File: src/rtl/flash_busop_pkg.sv
package flash_busop_pkg;

  typedef enum logic [2:0] {
    OP_STANDBY   = 3'd0,
    OP_OUT_DIS   = 3'd1,
    OP_READ      = 3'd2,
    OP_WRITE     = 3'd3,
    OP_AUTO_STBY = 3'd4
  } bus_op_e;

  function automatic int ceil_div(input int num, input int den);
    return (num + den - 1) / den;
  endfunction

endpackage

File: src/rtl/flash_strobe_sync.sv
module flash_strobe_sync #(
  parameter int STAGES = 2,
  parameter int WIDTH  = 3
) (
  input  logic             clk,
  input  logic             rst,
  input  logic [WIDTH-1:0] din,
  output logic [WIDTH-1:0] dout
);

  logic [WIDTH-1:0] chain [STAGES];

  always_ff @(posedge clk) begin
    if (rst) begin
      for (int i = 0; i < STAGES; i++) chain[i] <= '1;
    end else begin
      chain[0] <= din;
      for (int i = 1; i < STAGES; i++) chain[i] <= chain[i-1];
    end
  end

  assign dout = chain[STAGES-1];

endmodule

File: src/rtl/flash_glitch_filter.sv
module flash_glitch_filter #(
  parameter int SAMPLES = 3,
  parameter bit INIT    = 1'b1
) (
  input  logic clk,
  input  logic rst,
  input  logic din,
  output logic dout
);

  generate
    if (SAMPLES <= 1) begin : g_pass
      always_ff @(posedge clk) begin
        if (rst) dout <= INIT;
        else     dout <= din;
      end
    end else begin : g_count
      localparam int CW = $clog2(SAMPLES);
      logic [CW-1:0] run;

      // Output follows only after SAMPLES consecutive differing samples.
      always_ff @(posedge clk) begin
        if (rst) begin
          dout <= INIT;
          run  <= '0;
        end else if (din == dout) begin
          run <= '0;
        end else if (run == CW'(SAMPLES - 1)) begin
          dout <= din;
          run  <= '0;
        end else begin
          run <= run + 1'b1;
        end
      end
    end
  endgenerate

endmodule

File: src/rtl/flash_idle_timer.sv
module flash_idle_timer #(
  parameter int LIMIT = 75,
  parameter int WIDTH = 3
) (
  input  logic             clk,
  input  logic             rst,
  input  logic [WIDTH-1:0] strobes,
  output logic             idle
);

  localparam int CW = $clog2(LIMIT + 1);

  logic [CW-1:0]    quiet;
  logic [WIDTH-1:0] prev;

  always_ff @(posedge clk) begin
    if (rst) begin
      prev  <= '1;
      quiet <= '0;
    end else begin
      prev <= strobes;
      if (strobes != prev)           quiet <= '0;
      else if (quiet != CW'(LIMIT))  quiet <= quiet + 1'b1;
    end
  end

  assign idle = (quiet == CW'(LIMIT));

endmodule

File: src/rtl/flash_write_capture.sv
module flash_write_capture #(
  parameter int ADDR_W = 18,
  parameter int DATA_W = 16
) (
  input  logic              clk,
  input  logic              rst,
  input  logic              ce_f,
  input  logic              we_f,
  input  logic              oe_s,
  input  logic [ADDR_W-1:0] addr_i,
  input  logic [DATA_W-1:0] dq_i,
  output logic              wr_valid,
  output logic [ADDR_W-1:0] wr_addr,
  output logic [DATA_W-1:0] wr_data,
  output logic              wr_err
);

  logic              act, act_q, err_seen;
  logic [ADDR_W-1:0] addr_lat;

  assign act = !ce_f && !we_f;

  always_ff @(posedge clk) begin
    if (rst) begin
      act_q    <= 1'b0;
      err_seen <= 1'b0;
      addr_lat <= '0;
      wr_valid <= 1'b0;
      wr_err   <= 1'b0;
      wr_addr  <= '0;
      wr_data  <= '0;
    end else begin
      act_q    <= act;
      wr_valid <= 1'b0;
      wr_err   <= 1'b0;
      if (act && !act_q) begin
        addr_lat <= addr_i;
        err_seen <= !oe_s;
      end else if (act && !oe_s) begin
        err_seen <= 1'b1;
      end
      if (!act && act_q) begin
        if (err_seen) begin
          wr_err <= 1'b1;
        end else begin
          wr_valid <= 1'b1;
          wr_addr  <= addr_lat;
          wr_data  <= dq_i;
        end
      end
    end
  end

endmodule

File: src/rtl/flash_busop_fe.sv
module flash_busop_fe
  import flash_busop_pkg::*;
#(
  parameter int ADDR_W      = 18,
  parameter int DATA_W      = 16,
  parameter int SYNC_STAGES = 2,
  parameter int SAMPLE_PS   = 2000,
  parameter int GLITCH_PS   = 5000,
  parameter int IDLE_PS     = 150000
) (
  input  logic              clk,
  input  logic              rst,
  input  logic              ce_n,
  input  logic              we_n,
  input  logic              oe_n,
  input  logic              busy,
  input  logic [ADDR_W-1:0] addr_i,
  input  logic [DATA_W-1:0] dq_i,
  input  logic [DATA_W-1:0] rd_data_i,
  output logic [DATA_W-1:0] dq_o,
  output logic              dq_oe,
  output logic [2:0]        bus_op,
  output logic              low_pwr,
  output logic              wr_valid,
  output logic [ADDR_W-1:0] wr_addr,
  output logic [DATA_W-1:0] wr_data,
  output logic              wr_err
);

  localparam int GLITCH_SAMPLES = ceil_div(GLITCH_PS, SAMPLE_PS);
  localparam int IDLE_SAMPLES   = ceil_div(IDLE_PS, SAMPLE_PS);
  localparam int NSTROBE        = 3;
  localparam int NFILT          = 2;

  logic [NSTROBE-1:0] pins_s;
  logic [NFILT-1:0]   filt;
  logic               ce_f, we_f, oe_s, idle;
  bus_op_e            op_nxt;

  // bit 0 chip-select, bit 1 write strobe, bit 2 output strobe
  flash_strobe_sync #(.STAGES(SYNC_STAGES), .WIDTH(NSTROBE)) u_sync (
    .clk (clk),
    .rst (rst),
    .din ({oe_n, we_n, ce_n}),
    .dout(pins_s)
  );

  genvar gi;
  generate
    for (gi = 0; gi < NFILT; gi++) begin : g_filt
      flash_glitch_filter #(.SAMPLES(GLITCH_SAMPLES), .INIT(1'b1)) u_filt (
        .clk (clk),
        .rst (rst),
        .din (pins_s[gi]),
        .dout(filt[gi])
      );
    end
  endgenerate

  assign ce_f = filt[0];
  assign we_f = filt[1];
  assign oe_s = pins_s[2];

  flash_idle_timer #(.LIMIT(IDLE_SAMPLES), .WIDTH(NSTROBE)) u_idle (
    .clk    (clk),
    .rst    (rst),
    .strobes({oe_s, we_f, ce_f}),
    .idle   (idle)
  );

  flash_write_capture #(.ADDR_W(ADDR_W), .DATA_W(DATA_W)) u_wcap (
    .clk     (clk),
    .rst     (rst),
    .ce_f    (ce_f),
    .we_f    (we_f),
    .oe_s    (oe_s),
    .addr_i  (addr_i),
    .dq_i    (dq_i),
    .wr_valid(wr_valid),
    .wr_addr (wr_addr),
    .wr_data (wr_data),
    .wr_err  (wr_err)
  );

  always_comb begin
    if (ce_f)       op_nxt = OP_STANDBY;
    else if (idle)  op_nxt = OP_AUTO_STBY;
    else if (!we_f) op_nxt = OP_WRITE;
    else if (!oe_s) op_nxt = OP_READ;
    else            op_nxt = OP_OUT_DIS;
  end

  always_ff @(posedge clk) begin
    if (rst) begin
      bus_op  <= OP_STANDBY;
      dq_oe   <= 1'b0;
      dq_o    <= '0;
      low_pwr <= 1'b0;
    end else begin
      bus_op  <= op_nxt;
      dq_oe   <= !ce_f && !oe_s && we_f;
      dq_o    <= rd_data_i;
      low_pwr <= !busy && (ce_f || idle);
    end
  end

endmodule

File: config.mk
export PLATFORM = sky130hd
export DESIGN_NAME = flash_busop_fe
export DESIGN_NICKNAME = d
export VERILOG_FILES = /design/src/rtl/flash_busop_pkg.sv /design/src/rtl/flash_strobe_sync.sv /design/src/rtl/flash_glitch_filter.sv /design/src/rtl/flash_idle_timer.sv /design/src/rtl/flash_write_capture.sv /design/src/rtl/flash_busop_fe.sv
export SDC_FILE = /design/constraint.sdc
export NUM_CORES = 1
export LEC_CHECK = 0
export BUFFER_PORTS_ARGS = -buffer_cell sky130_fd_sc_hd__buf_2
export CORE_MARGIN = 10
export CORE_UTILIZATION = 47
export CTS_BUF_LIST = sky130_fd_sc_hd__clkbuf_4
export CTS_CLUSTER_SIZE = 8
export DETAILED_ROUTE_END_ITERATION = 10
export GPL_TIMING_DRIVEN = 0
export PLACE_DENSITY_LB_ADDON = 0.3
export SYNTH_ARGS = -nofsm -noshare
export SYNTH_HDL_FRONTEND = slang
export SYNTH_SLANG_ARGS = --single-unit
File: constraint.sdc
create_clock -name clk -period 1.45 [get_ports clk]
set_input_delay 0.2175 -clock clk [delete_from_list [all_inputs] [get_ports clk]]
set_output_delay 0.2175 -clock clk [all_outputs]
set_load 0.02 [all_outputs]
# [Word-level counts from Yosys, hierarchy flattened]
# Memories as Yosys holds them, arrays and structs flattened.
# Index checks and enable logic that the tools add are counted.
[totals] memories=1 rom_bits=0 mem_bits_rw=6 word_cells=71 input_bits=56 ff_bits=93 latch_bits=0 out_inout_bits=57
[op_classes] addsub=3 eq_ne=7 n_div=0 magnitude_cmp=0 mul=0 n_bitwise=6 shift=0 muxes=12 reduce_logical=24
[mem_list] name="u_sync.chain" words=2 width=3 rd=2 rd_ports_with_merged_regs=0 wr=2 line_no="flash_strobe_sync.sv:11" source="logic [WIDTH-1:0] chain [STAGES];"
[ops] cell="3-bit 2-to-1 mux" n=3
[ops] cell="3-bit OR reduction" n=3
[ops] cell="7-bit by 1-bit adder with 7-bit output (second input constant)" n=1
[ops] cell="7-bit == test (second input constant)" n=1
[ops] cell="1-bit logical AND" n=7
[ops] cell="1-bit 2-to-1 mux" n=7
[ops] cell="7-bit != test (second input constant)" n=1
[ops] cell="1-bit logical NOT" n=6
[ops] cell="2-bit AND reduction" n=3
[ops] cell="2-bit OR reduction" n=3
[ops] cell="2-bit by 1-bit adder with 2-bit output (second input constant)" n=2
[ops] cell="2-bit == test (second input constant)" n=2
[ops] cell="2-bit 2-to-1 mux" n=2
[ops] cell="1-bit inverter" n=4
[ops] cell="3-bit != test" n=1
[ops] cell="1-bit == test" n=2
[ops] cell="1-bit bitwise OR" n=2
[ops] cell="2-bit nonzero test" n=1
[ops] cell="1-bit logical OR" n=1

# [Logic depth before layout (Yosys ltp)]
[logic_depth] word_depth=6 depth_mapped=6 mapped_depth_nobuf=4

# [By module]
# A second synthesis with hierarchy kept.
[unflattened] hier_cells=404 area_unflattened_um2=3744.8
[by_module_without_submodules] mod="flash_write_capture" cells_each=278 area_each_um2=2301.0 n_inst=1 seq_area_each_um2=1121.1
[by_module_without_submodules] mod="flash_busop_fe" cells_each=46 area_each_um2=615.6 n_inst=1 seq_area_each_um2=420.4
[by_module_without_submodules] mod="flash_idle_timer" cells_each=45 area_each_um2=420.4 n_inst=1 seq_area_each_um2=200.2
[by_module_without_submodules] mod="flash_glitch_filter" cells_each=10 area_each_um2=113.9 n_inst=2 seq_area_each_um2=60.1
[by_module_without_submodules] mod="flash_strobe_sync" cells_each=15 area_each_um2=180.2 n_inst=1 seq_area_each_um2=120.1

# [Worst setup path before layout]
# OpenSTA, ideal clock, no wires.
[synth_timing] path_kind="register to register" from="register u_idle.quiet[0]" to="register bus_op[0]" path_buffers=0 setup_time_ps=128 arrival_ps=1454 period_less_slack_ps=1582 stages_incl_launch_ff=5 required_ps=1322 setup_slack_ps=-132 path_cell_list="dfxtp_1 -> ha_1 -> or4bb_1 -> nor2_1 -> nor3_1"
[synth_via] elab_chain_len=2
[synth_rtl] element="from (decl)" line_no="flash_idle_timer.sv:13" source="logic [CW-1:0] quiet;"
[synth_rtl] element="from (signal assigned)" line_no="flash_idle_timer.sv:23" source="else if (quiet != CW'(LIMIT)) quiet <= quiet + 1'b1;"
[synth_rtl] element="7-bit == test" line_no="flash_idle_timer.sv:27" source="assign idle = (quiet == CW'(LIMIT));"
[synth_rtl] element="3-bit OR reduction (no source line)"
[synth_rtl] element="to (signal assigned)" line_no="flash_busop_fe.sv:100" source="bus_op <= op_nxt;"
[synth_rtl] element="to (decl)" line_no="flash_busop_fe.sv:22" source="output logic [2:0] bus_op,"
# Every way passes these cells.
# A chain may end at the register's enable or synchronous reset.

# [Worst setup path after layout]
[layout_timing] from="register u_idle.quiet[1]" to="register bus_op[0]"
# The elaborated chain is that of the path after synthesis.

==> results <==
- The time the worst path needs with I/O delays and setup is 1.40 ns.
- The final worst-path cycle share is a little over nine tenths.
- The sequential-to-total area share from yosys stat is ~57%.
- At the pin with the least slew margin, the transition time is about 0.53 ns.
- After detailed routing, the number of vias per cell comes to 4.87.
- The initial antenna violation count is 0.
- Of the total power, the share spent switching nets is 23.4%.
- about 110 I/O pins were placed.
- The worst hold path class is primary input to register.
- Counting flops with a built-in enable in the synthesized netlist gives 0.
- The final number of hold-violating endpoints is 0.
- Entering global routing, the biggest net connects 20 pins.
- STA classifies the critical path endpoint as a register.
- Of all flip-flops after synthesis, the portion carrying an async set or reset was 0%.
- The clock latency of the later-clocked register in the worst-skew pair is between 0.4 and 0.5 ns.
- The H-tree depth is 3.
- In this run the cell area measured after placement is 4180 µm².
- The worst path meets setup with 0.0523 ns of slack.
- The final estimated routing congestion in global placement is between 0.7 and 0.8.
- The flop and latch count out of synthesis is 99.
- Yosys instantiated no cell more often than dfxtp_1.
- The number of antenna repair diodes is 0.
- The area added between synthesis and finish is 39.1%.
- The initial core utilization is just under 50%.
- A synthesized cell averages ~9 µm².
- The root buffer cell chosen for the clock tree is clkbuf_4.
- The floorplan row count is 31.
- The count of yosys warnings during synthesis is 0.
- The first global-routing pass estimated between 15 and 20 mm of wire.
- The power share of the clock group is a little under a third.
- The most frequently used flop master after synthesis is dfxtp_1.
- STA classifies the critical path startpoint as a register.
- Final hold analysis gives a worst-case slack of ~0.016 ns.
- The internal portion of the total power is roughly 3500 µW.
- The number of nets still failing antenna checks after routing is 0.
- Measured along the y axis, the die boundary spans 106 µm.
- The clock passes through at most 2 buffers.
- Counting every instance in the synthesized netlist gives approximately 380.
- The clock net in this run drives a total of 99 sinks.
- Across all layers, the routed design uses ~3200 vias.
- The final net count is about 610.
- The number of max-slew violations in the final report is 0.
- The fmax is approximately 720 MHz.
- Once detailed placement completed, the half-perimeter wirelength came to about 6.5 mm.
- The share of synthesized area in the top cell type comes to ~57%.
- The worst max-slew margin expressed relative to the limit is around 65%.
- The total of endpoints with negative setup slack in the final report is 0.
- The static leakage power is between 0.0015 and 0.002 µW.
- The largest clock skew in the final design is between 0.01 and 0.015 ns.
- For this run, design rule violations remaining after detail routing come to 0.
- The clock tree from TritonCTS is done.
- Sorting the synthesized cells by how often they occur yields dfxtp_1 (99), a21oi_1 (56), nand3_1 (39).
- The post-route netlist has a little under a third of its cells at a drive strength greater than 1.
- Across the run, the number of max-cap violations was 0.
- The wire length reported by the detailed router is roughly 9.4 mm.
- The pre-CTS setup slack is -0.133 ns.
- The iteration count of the initial detailed-routing pass is 4.
- The clock-pin slew of the registers on the worst-case setup and hold paths is ~0.15 ns.
- The count of distinct cell types in the synthesized netlist is 33.
- The via count of the first global-routing pass is roughly 3300.
- The die footprint is about 11000 µm².
- In the post-synthesis netlist, the biggest area contributors are dfxtp_1 (57%), a21oi_1 (8.1%), nand3_1 (5.6%), o21ai_0 (5.0%), nand2_1 (4.1%).
- In the final routed layout, each cell accounts on average for about 14 µm.
- At the worst endpoint, the arrival time is roughly 1.7 ns.
- After the first detailed-routing iteration, the DRC count stood at between 100 and 150.
- The overall overflow remaining after global route is 0.
- The proportion of power drawn by flip-flops and latches is about three fifths.
- For the worst setup path, the data required time is ~1.8 ns.
- The fraction of power consumed by combinational cells is between 7 and 8%.
- The synthesized area is roughly 3500 µm².
- The critical path is of the register to register type.
- The number of port buffers is ~110.
- The critical-path maximum fanout is 5.
- The number of nets handed over by synthesis was roughly 440.
- The peak ir drop on the vdd network is between 0.6 and 0.7 mV.
- The most area-hungry cell type in the Yosys netlist is dfxtp_1.
- The overall die width is roughly 110 µm.
- The flow ran to the end, and the final reports show no timing, DRC or antenna violations.
- The power density over the cells is roughly 940 nW/µm².
- The number of buffers created by CTS is 9.
- The area inside the core boundary is 7210 µm².
- For this design the total switching power over the nets is between 1000 and 1500 µW.
- For this run, the total global-route usage over all layers was measured as 16.8%.
- The cell area after layout is slightly below 5000 µm².
final timing paths:
check	start	end	slack, ns	depth (start not counted)
worst min-delay path	addr_i[7]	u_wcap.addr_lat[7]	0.02	3
worst min register to register	g_filt[0].u_filt.g_count.run[0]	g_filt[0].u_filt.g_count.run[0]	0.42	1
worst max-delay path	u_idle.quiet[1]	bus_op[0]	0.05	4
worst max register to register	u_idle.quiet[1]	bus_op[0]	0.05	4
metrics by stage:
| stage | total power, µW | utilization (%) | setup TNS, ns | cells |
|---|---|---|---|---|
| after global routing | 4730 | 67.0 | -0.00788 | 652 |
| after floorplan | 2970 | - | 0 | 378 |
| after detailed placement | 3090 | 57.9 | -2.49 | 589 |
| after global placement | 3080 | 57.9 | -1.98 | 589 |
| after CTS | 4580 | 66.4 | 0 | 649 |
| final | 4550 | 67.0 | 0 | 652 |
layout by cell type (no fill, tap or decap), drive strengths merged, types with 9 or more instances in the layout:
| cell | count |
|---|---|
| nor3 | 9 |
| o21ai | 39 |
| nor2 | 9 |
| dlygate4sd3 | 44 |
| or2 | 9 |
| clkbuf | 27 |
| buf | 127 |
| nand2 | 38 |
| nand3 | 39 |
| nor2b | 20 |
| a21oi | 56 |
| dfxtp | 99 |
cell families after synthesis:
logic type / count (synthesis) / synth area share, %
adder cells (fa/ha/maj): 3 / 1.08
XOR/XNOR: 8 / 2.02
AND/OR/NAND/NOR: 135 / 20.3
buffers and inverters: 33 / 4.43
flip-flops: 99 / 57.1
AO/OA/AOI/OAI: 100 / 15.1
power by group through the flow:
stage / registers (µW) / logic [µW] / clock network [µW]
after floorplan: 2870 / 91.0 / 0
after global routing: 2790 / 390 / 1550
after detailed placement: 2840 / 247 / 0
after CTS: 2790 / 347 / 1450
final: 2790 / 355 / 1410
after global placement: 2840 / 242 / 0
flip-flops by register name (all words and copies together), names as in the netlist, 2 cells and up:
name                       cells
g_filt.u_filt.g_count.run      4
g_filt.u_filt.dout             2
u_idle.quiet                   7
bus_op                         3
dq_o                          16
u_idle.prev                    3
u_wcap.wr_addr                18
u_sync.chain                   6
u_wcap.addr_lat               18
u_wcap.wr_data                16
routing by layer:
layer / GRT usage [%] / share of wire, % / vias to the layer above
met5: 0 / 0 / -
met4: 6.58 / 2.0 / 0
met3: 5.80 / 7.5 / 19
met2: 28.8 / 49 / 90
met1: 18.8 / 41 / 1440
li1: - / - / 1624
worst max-delay path, stage by stage (launching register included):
cell	delay (ns)
dfxtp_4	0.40
ha_4	0.14
or4bb_4	0.51
nor2_4	0.19
nor3_1	0.07
cell type report:
type                    count  area [µm²]
well taps                  99         124
flip-flops and latches     99        1990
repair buffers            161        1040
plain buffers              28         149
clock buffers               9        67.6
fillers                   624        2380
multi-input cells         246        1370
inverters                   3        15.0
clock inverters             7        68.8
repair_timing:
item                                   in CTS  in global routing
gates resized for setup                    11                 19
buffers inserted                            2                  3
hold buffers                               43                  1
pin swaps                                   0                  1
endpoints found under the hold margin      43                  1
setup endpoints to repair                  46                 36
Power figures use the tool's default switching activity.
